**src/rtl/addsub_pkg.sv**
```systemverilog
package addsub_pkg;

    localparam int unsigned DEF_WIDTH = 16;

    // candidate pair of one block: result for incoming carry 0 and 1
    typedef struct packed {
        logic s_c0;
        logic s_c1;
        logic k_c0;
        logic k_c1;
    } leaf_t;

    function automatic bit is_pow2(input int unsigned v);
        return (v != 0) && ((v & (v - 1)) == 0);
    endfunction

    // one bit position evaluated for both possible incoming carries
    function automatic leaf_t leaf_eval(input logic x, input logic y);
        leaf_t r;
        r.s_c0 = x ^ y;
        r.s_c1 = ~(x ^ y);
        r.k_c0 = x & y;
        r.k_c1 = x | y;
        return r;
    endfunction

endpackage

```
**src/rtl/addsub_prep.sv**
```systemverilog
module addsub_prep #(
    parameter int unsigned WIDTH = addsub_pkg::DEF_WIDTH
) (
    input  logic [WIDTH-1:0] b_in,
    input  logic             sub_sel,
    output logic [WIDTH-1:0] b_eff,
    output logic             c_in
);
    assign b_eff = sub_sel ? ~b_in : b_in;
    assign c_in  = sub_sel;
endmodule

```
**src/rtl/cs_tree.sv**
```systemverilog
module cs_tree #(
    parameter int unsigned WIDTH = addsub_pkg::DEF_WIDTH
) (
    input  logic [WIDTH-1:0] x,
    input  logic [WIDTH-1:0] y,
    output logic [WIDTH-1:0] sum_c0,
    output logic [WIDTH-1:0] sum_c1,
    output logic             cout_c0,
    output logic             cout_c1
);
    import addsub_pkg::*;

    localparam int unsigned LEVELS = $clog2(WIDTH);

    for (genvar lv = 0; lv <= LEVELS; lv++) begin : g_lvl
        localparam int unsigned BS   = 1 << lv;
        localparam int unsigned NBLK = WIDTH >> lv;
        logic [WIDTH-1:0] s0;
        logic [WIDTH-1:0] s1;
        logic [NBLK-1:0]  c0;
        logic [NBLK-1:0]  c1;

        if (lv == 0) begin : g_leaf
            for (genvar i = 0; i < WIDTH; i++) begin : g_bit
                leaf_t lf;
                assign lf    = leaf_eval(x[i], y[i]);
                assign s0[i] = lf.s_c0;
                assign s1[i] = lf.s_c1;
                assign c0[i] = lf.k_c0;
                assign c1[i] = lf.k_c1;
            end
        end else begin : g_merge
            localparam int unsigned H = BS / 2;
            for (genvar k = 0; k < NBLK; k++) begin : g_blk
                localparam int unsigned BASE = k * BS;
                logic lo_c0;
                logic lo_c1;
                assign lo_c0 = g_lvl[lv-1].c0[2*k];
                assign lo_c1 = g_lvl[lv-1].c1[2*k];
                // lower half passes through unchanged
                assign s0[BASE +: H] = g_lvl[lv-1].s0[BASE +: H];
                assign s1[BASE +: H] = g_lvl[lv-1].s1[BASE +: H];
                // upper half: pick the candidate named by the lower carry
                assign s0[BASE+H +: H] = lo_c0 ? g_lvl[lv-1].s1[BASE+H +: H]
                                               : g_lvl[lv-1].s0[BASE+H +: H];
                assign s1[BASE+H +: H] = lo_c1 ? g_lvl[lv-1].s1[BASE+H +: H]
                                               : g_lvl[lv-1].s0[BASE+H +: H];
                assign c0[k] = lo_c0 ? g_lvl[lv-1].c1[2*k+1] : g_lvl[lv-1].c0[2*k+1];
                assign c1[k] = lo_c1 ? g_lvl[lv-1].c1[2*k+1] : g_lvl[lv-1].c0[2*k+1];
            end
        end
    end

    assign sum_c0  = g_lvl[LEVELS].s0;
    assign sum_c1  = g_lvl[LEVELS].s1;
    assign cout_c0 = g_lvl[LEVELS].c0[0];
    assign cout_c1 = g_lvl[LEVELS].c1[0];
endmodule

```
**src/rtl/ovf_detect.sv**
```systemverilog
module ovf_detect #(
    parameter int unsigned WIDTH = addsub_pkg::DEF_WIDTH
) (
    input  logic [WIDTH-1:0] a,
    input  logic [WIDTH-1:0] b_eff,
    input  logic [WIDTH-1:0] res,
    output logic             ovf
);
    logic same_sign;
    assign same_sign = ~(a[WIDTH-1] ^ b_eff[WIDTH-1]);
    assign ovf       = same_sign & (res[WIDTH-1] ^ a[WIDTH-1]);
endmodule

```
**src/rtl/addsub_unit.sv**
```systemverilog
module addsub_unit #(
    parameter int unsigned WIDTH = addsub_pkg::DEF_WIDTH
) (
    input  logic [WIDTH-1:0] op_a,
    input  logic [WIDTH-1:0] op_b,
    input  logic             sub_sel,
    output logic [WIDTH-1:0] sum,
    output logic             carry_out,
    output logic             ovf
);
    import addsub_pkg::*;

    initial begin
        if (!is_pow2(WIDTH)) $error("addsub_unit: WIDTH must be a power of two");
    end

    logic [WIDTH-1:0] b_eff;
    logic             c_in;
    logic [WIDTH-1:0] s_c0, s_c1;
    logic             k_c0, k_c1;

    addsub_prep #(.WIDTH(WIDTH)) u_prep (
        .b_in   (op_b),
        .sub_sel(sub_sel),
        .b_eff  (b_eff),
        .c_in   (c_in)
    );

    cs_tree #(.WIDTH(WIDTH)) u_tree (
        .x      (op_a),
        .y      (b_eff),
        .sum_c0 (s_c0),
        .sum_c1 (s_c1),
        .cout_c0(k_c0),
        .cout_c1(k_c1)
    );

    assign sum       = c_in ? s_c1 : s_c0;
    assign carry_out = c_in ? k_c1 : k_c0;

    ovf_detect #(.WIDTH(WIDTH)) u_ovf (
        .a    (op_a),
        .b_eff(b_eff),
        .res  (sum),
        .ovf  (ovf)
    );
endmodule

```
**config.mk**
```make
export PLATFORM = sky130hd
export DESIGN_NAME = addsub_unit
export DESIGN_NICKNAME = d
export VERILOG_FILES = /design/src/rtl/addsub_pkg.sv /design/src/rtl/addsub_prep.sv /design/src/rtl/cs_tree.sv /design/src/rtl/ovf_detect.sv /design/src/rtl/addsub_unit.sv
export SDC_FILE = /design/constraint.sdc
export NUM_CORES = 1
export LEC_CHECK = 0
export BUFFER_PORTS_ARGS = -buffer_cell sky130_fd_sc_hd__buf_2
export CORE_UTILIZATION = 48
export DETAILED_ROUTE_END_ITERATION = 12
export GPL_ROUTABILITY_DRIVEN = 1
export PLACE_DENSITY_LB_ADDON = 0.3
export SLEW_MARGIN = 5
export SYNTH_ARGS = -nofsm -noshare
export SYNTH_HDL_FRONTEND = slang
export SYNTH_SLANG_ARGS = --single-unit
export TNS_END_PERCENT = 100
```
**constraint.sdc**
```tcl
create_clock -name vclk -period 3.9
set_input_delay 0.39 -clock vclk [all_inputs]
set_output_delay 0.39 -clock vclk [all_outputs]
set_load 0.005 [all_outputs]
```
==> flow_metrics.tcl, run 1 <==
set metrics [dict create \
    start_util_pct 50.5 \
    max_slew_margin_pct 75.5 \
    finalSetupTns_ns 0 \
    setup_violations 0 \
    antenna_found_initial 0 \
    synth.distinct_cells 39 \
    worst_slew_pin_slew_ns 0.364 \
    fmax_ghz 0.268 \
    vias 1300 \
    synth_common_cells "inv_1 (38), ha_1 (32), xor2_1 (24)" \
    startpoint_type "primary input" \
    crit_type "primary input to primary output" \
    hp-class "primary input to primary output" \
    fin_crit_ns 3.74 \
    top_layer_used "met3" \
    worst_slack_ns 0.164 \
    diodes 0 \
    grt_pass1_wl_um 4360 \
    place_ws_ns 0.162 \
    die_x_um 55.6 \
    nNetsFinal 305 \
    crit_slowest_cell "a221o_1" \
    synth.mux.area_fraction_pct 6.43 \
    num_rows 19 \
    max-cap-violations 0 \
    dr.pass1.iters 4 \
    first_global_vias 1107 \
    synth_compound_area_share_pct 12.5 \
    peakVddDrop_mv 0.144 \
    gp_congestion 0.805 \
    whs_ns 1.16 \
    wl_met2_um 1200 \
    regArea_um2 0 \
    port_buffers 51 \
    status "finished, final reports clean" \
    power_density_nw_per_um2 216 \
    crit_family "compound AO/OA/AOI/OAI gates" \
    netlist_area_um2 1380 \
    n_clock_buffer 0 \
    synth_fp_nets 251 \
    core_um2 2730 \
    die_area_um2 3100 \
    synth.most_common_cell "inv_1" \
    dr_wl_met3_um 101 \
    min_from "sub_sel" \
    arrival_ns 3.35 \
    yosys.area_share.simple_pct 20.4 \
    totalWireLength_um 2540 \
    synth_top_family_by_area "adder cells" \
    ios 51 \
    dpl.hpwl_um 2230 \
    critPathBufInv 3 \
    ys_top_cells_by_area "ha_1 (29%), xor2_1 (15%), inv_1 (10%)" \
    ys_seq_area_share_pct 0 \
    nFillCells 303 \
    slew_viol_final 0 \
    drt_iter0_markers 18 \
    yosysTopAreaCell "ha_1" \
    ctsHoldBuffers 0 \
    synth_top_area_share_pct 29.0 \
    max_stage_delay_ns 0.43 \
    synthXorXnorAreaFrac_pct 20.3 \
    syn_to_final_growth_pct 24.5 \
    end_kind "primary output" \
    routedWlPerCell_um 9.44 \
    drive_gt1_share_pct 28.2 \
    required_ns 3.51 \
    startpoint "sub_sel" \
    track_usage_pct 16.2 \
    yosys_warnings 0 \
    syn-instance-count 186 \
    crit_end "sum[14]" \
    p_leak_uw 0.000999 \
    worstPathMaxFanout 7 \
    fin_crit_sh_pct 95.8 \
    placed_area_um2 1680 \
    cp.depth 14 \
    rsz0062_at_grt "false" \
    post-route-drc-count 0 \
    grt_start_max_net_pins 10 \
    grt.overflow.total 0 \
    finalHoldViolations 0 \
    syn-mean-instance-area_um2 7.43 \
    wl_met1_um 1240 \
    yosys.area_share.adder_pct 29.0 \
    die_h_um 55.6 \
    routed_via_density 4.83 \
    ant_nets 0 \
    seq_cells 0 \
    fin_area_um2 1720 \
    path_cells "clkbuf_4 -> xor2_1 -> inv_1 -> ha_1 -> or3b_1 -> a211o_1 -> nand2_2 -> o22ai_1 -> a221o_1 -> and2_4 -> mux2i_2 -> mux2i_1 -> xnor2_1 -> buf_2" \
]
==> tightest hold or removal path: cells and delay by family <==
family                 cells  cell delay, ns
buffers and inverters      2            0.30
XOR/XNOR                   1            0.08
==> repair_timing <==
action / in CTS / in global routing
setup buffers: 0 / 1
setup endpoints to repair: 0 / 2
gates resized for setup: 0 / 7
==> power by group <==
part / leakage (µW) / internal, µW / switching, µW
clock: 0 / 0 / 0
sequential: 0 / 0 / 0
combinational: 0.000999 / 192 / 180
total: 0.000999 / 192 / 180
==> how the worst min path moves through the flow <==
stage | end | slack (ns) | cells past startpoint
3_5_place_dp | sum[0] | 1.17 | 3
2_1_floorplan | ovf | 0.99 | 2
5_1_grt | sum[0] | 1.18 | 3
3_3_place_gp | sum[0] | 1.17 | 3
6_report | sum[0] | 1.16 | 3
4_1_cts | sum[0] | 1.17 | 3
==> per-layer routing <==
metal | global-route usage [%] | up-vias
li1 | - | 704
met2 | 29.8 | 32
met3 | 0 | 0
met1 | 22.6 | 564
met4 | 0 | 0
met5 | 0 | -
==> cells by family after synthesis <==
logic type                 after synthesis
and+or+nand+nor                         50
xor gates and xnor gates                32
buffers and inverters                   40
muxes                                    8
AOI/OAI and AO/OA                       24
adders and majority gates               32
==> cell type report <==
type	instances	area [µm²]	area share, %
repair buffers	54	284	16.5
inverters	38	143	8.30
well taps	31	38.8	2.26
multi-input cells	146	1250	72.9
==> stage by stage <==
step                instances  util [%]  power (µW)
finish                    269      62.9         372
floorplan                 186         -         246
global route              269      62.9         416
detailed placement        268      61.3         362
global placement          268      61.3         359
CTS                       268      61.3         364
==> placed cells by master (no fill, tap or decap), types with 2 or more instances in the layout <==
master / instances
buf_2: 50
xor2_2: 3
or3b_1: 4
nand2_2: 2
nand2b_1: 3
buf_4: 2
a211o_1: 2
a221o_1: 2
o21ai_0: 6
xor2_1: 21
mux2i_1: 4
ha_1: 32
o22ai_1: 2
nor2b_1: 5
nand2_1: 11
nor3_1: 3
nor2_1: 9
o211ai_1: 2
inv_1: 38
mux2i_2: 3
o31ai_1: 2
nand3_1: 4
and2_1: 2
xnor2_1: 8
(Power assumes the default switching activity.)
==> run 2, diff against run 1 <==
Settings changed: ABC_AREA set to 1, CORE_UTILIZATION 48 to 50.
Clock period 3.9 ns to 4.7 ns, I/O delays scaled along.
==> flow_metrics.tcl, run 2 <==
set metrics [dict create \
    synth.distinct_cells 20 \
    peakVddDrop_mv 0.103 \
    num_rows 22 \
    wl_met1_um 1970 \
    ys_top_cells_by_area "nand2_1 (27%), ha_1 (20%), xnor2_1 (11%)" \
    ys_seq_area_share_pct 0 \
    n_clock_buffer 0 \
    diodes 0 \
    netSwitchingPower_uw 258 \
    nNetsFinal 474 \
    ctsHoldBuffers 0 \
    p_int_uw 180 \
    finalSetupTns_ns 0 \
    crit_path_frequent_cell "nand2_1" \
    post-route-util_pct 60.3 \
    core_um2 3740 \
    port_buffers 51 \
    seq_cells 0 \
    finalHoldViolations 0 \
    critPathBufInv 4 \
    start_util_pct 53.0 \
    die_area_um2 4220 \
    fmax_ghz 0.299 \
    arrival_ns 2.87 \
    yosysTopAreaCell "nand2_1" \
    drive_gt1_share_pct 17.0 \
    rsz0062_at_grt "false" \
    required_ns 4.23 \
    max-cap-violations 0 \
    die_h_um 65.0 \
    synth.most_common_cell "nand2_1" \
    slew_viol_final 0 \
    antenna_found_initial 0 \
    end_kind "primary output" \
    totalWireLength_um 4000 \
    crit_end "ovf" \
    grt_start_max_net_pins 35 \
    dpl.hpwl_um 3430 \
    track_usage_pct 19.6 \
    routed_via_density 4.69 \
    p_leak_uw 0.00138 \
    max_stage_delay_ns 0.61 \
    power_density_nw_per_um2 194 \
    post-route-drc-count 0 \
    ctsResizeCount 0 \
    pwr-share-comb_pct 100.0 \
    cts_post_setup_buffers_inserted 0 \
    fin_crit_ns 3.34 \
    dr.pass1.iters 5 \
    crit_type "primary input to primary output" \
    grt.overflow.total 0 \
    crit_slowest_cell "buf_2" \
    synth_fp_nets 427 \
    seqPwrFrac_pct 0 \
    syn_to_final_growth_pct 13.8 \
    syn-mean-instance-area_um2 5.48 \
    setup_violations 0 \
    dr_wl_met3_um 121 \
    top_layer_used "met4" \
    clkPwrFrac_pct 0 \
    first_global_vias 1799 \
    die_x_um 65.0 \
    regArea_um2 0 \
    drt_iter0_markers 65 \
    wl_met2_um 1890 \
    startpoint "sub_sel" \
    hp-class "primary input to primary output" \
    worst_slew_pin_slew_ns 0.803 \
    grt_pass1_wl_um 7000 \
    vias 2136 \
    synth_common_cells "nand2_1 (144), inv_1 (56), ha_1 (32)" \
    status "finished, final reports clean" \
    syn-instance-count 362 \
    routedWlPerCell_um 8.79 \
    startpoint_type "primary input" \
    ant_nets 0 \
    netlist_area_um2 1980 \
    synth_top_area_share_pct 27.3 \
    swShare_pct 59.0 \
    crit_family "simple AND/OR/NAND/NOR gates" \
    ios 51 \
    final_common_cell "nand2_1" \
    final_cell_mix "nand2_1 (144), inv_1 (56), buf_2 (51)" \
    fin_crit_sh_pct 71.1 \
    yosys_warnings 0 \
    max_slew_margin_pct 46.5 \
    worstPathMaxFanout 34 \
    cp.depth 16 \
    path_cells "buf_2 -> xnor2_1 -> inv_1 -> ha_1 -> nand2_1 -> inv_1 -> nor2_2 -> nand2_1 -> nand2_1 -> nand2_1 -> nand2_1 -> nand2_1 -> nand3_2 -> a21oi_1 -> nor2_1 -> buf_2" \
    gp_congestion 0.843 \
]
## run 2: cell types whose count changed after synthesis, moves of 5 or more
| cell | delta |
|---|---|
| nand2_1 | +133 |
| o21ai_0 | +21 |
| inv_1 | +18 |
| xnor2_1 | +17 |
| xor2_1 | -11 |
| nor2_1 | +10 |
| nand2_2 | +7 |
| o21ai_1 | +7 |
| mux2i_1 | -5 |
| nand3_1 | +5 |
| nor2b_1 | -5 |
| o21ai_2 | +5 |
## run 2: layer usage
layer,vias up,global-route usage [%]
met4,0,0.833
met1,894,25.2
met5,-,0
met3,2,0.352
li1,1196,-
met2,44,37.4
## run 2: area by class of cell
cell class | count | area [µm²]
Multi-Input combinational cell | 299 | 1730
Fill cell | 384 | 1490
Timing Repair Buffer | 51 | 255
Inverter | 57 | 214
Tap cell | 48 | 60.1
## run 2: stage by stage
stage                     setup slack, ns  area (µm²)  hold slack, ns  total power, µW  instances
after detailed placement             1.37        2260            1.31              437        455
final                                1.36        2260            1.33              438        455
after floorplan                      1.88        1980            1.07              333        362
after global placement               1.43        2260            1.30              431        455
after global routing                 1.05        2260            1.35              502        455
after CTS                            1.36        2260            1.32              440        455
## run 2: cells by family after synthesis
logic type      count (synthesis)  synth area share, %
buf+inv                        63                 12.9
mux                             1                0.505
compound gates                 43                 12.1
xor+xnor                       38                 16.8
simple gates                  185                 37.6
fa+ha+maj                      32                 20.2
## run 2: power by group through the flow
stage | Combinational (µW) | Clock, µW | Sequential, µW
final | 438 | 0 | 0
after global routing | 502 | 0 | 0
after CTS | 440 | 0 | 0
after detailed placement | 437 | 0 | 0
after global placement | 431 | 0 | 0
after floorplan | 333 | 0 | 0
## run 2: tightest hold or removal path: stages
cell     delay [ns]
buf_2          0.12
a21oi_1        0.06
nor2_1         0.10
buf_2          0.11
## run 2: worst min path at each step
stage	startpoint	end	slack, ns	depth (start not counted)
finish	op_a[15]	ovf	1.33	4
global route	op_a[15]	ovf	1.35	4
CTS	op_a[15]	ovf	1.32	4
detailed placement	op_a[15]	ovf	1.31	4
global placement	op_a[15]	ovf	1.30	4
floorplan	op_a[15]	ovf	1.07	2
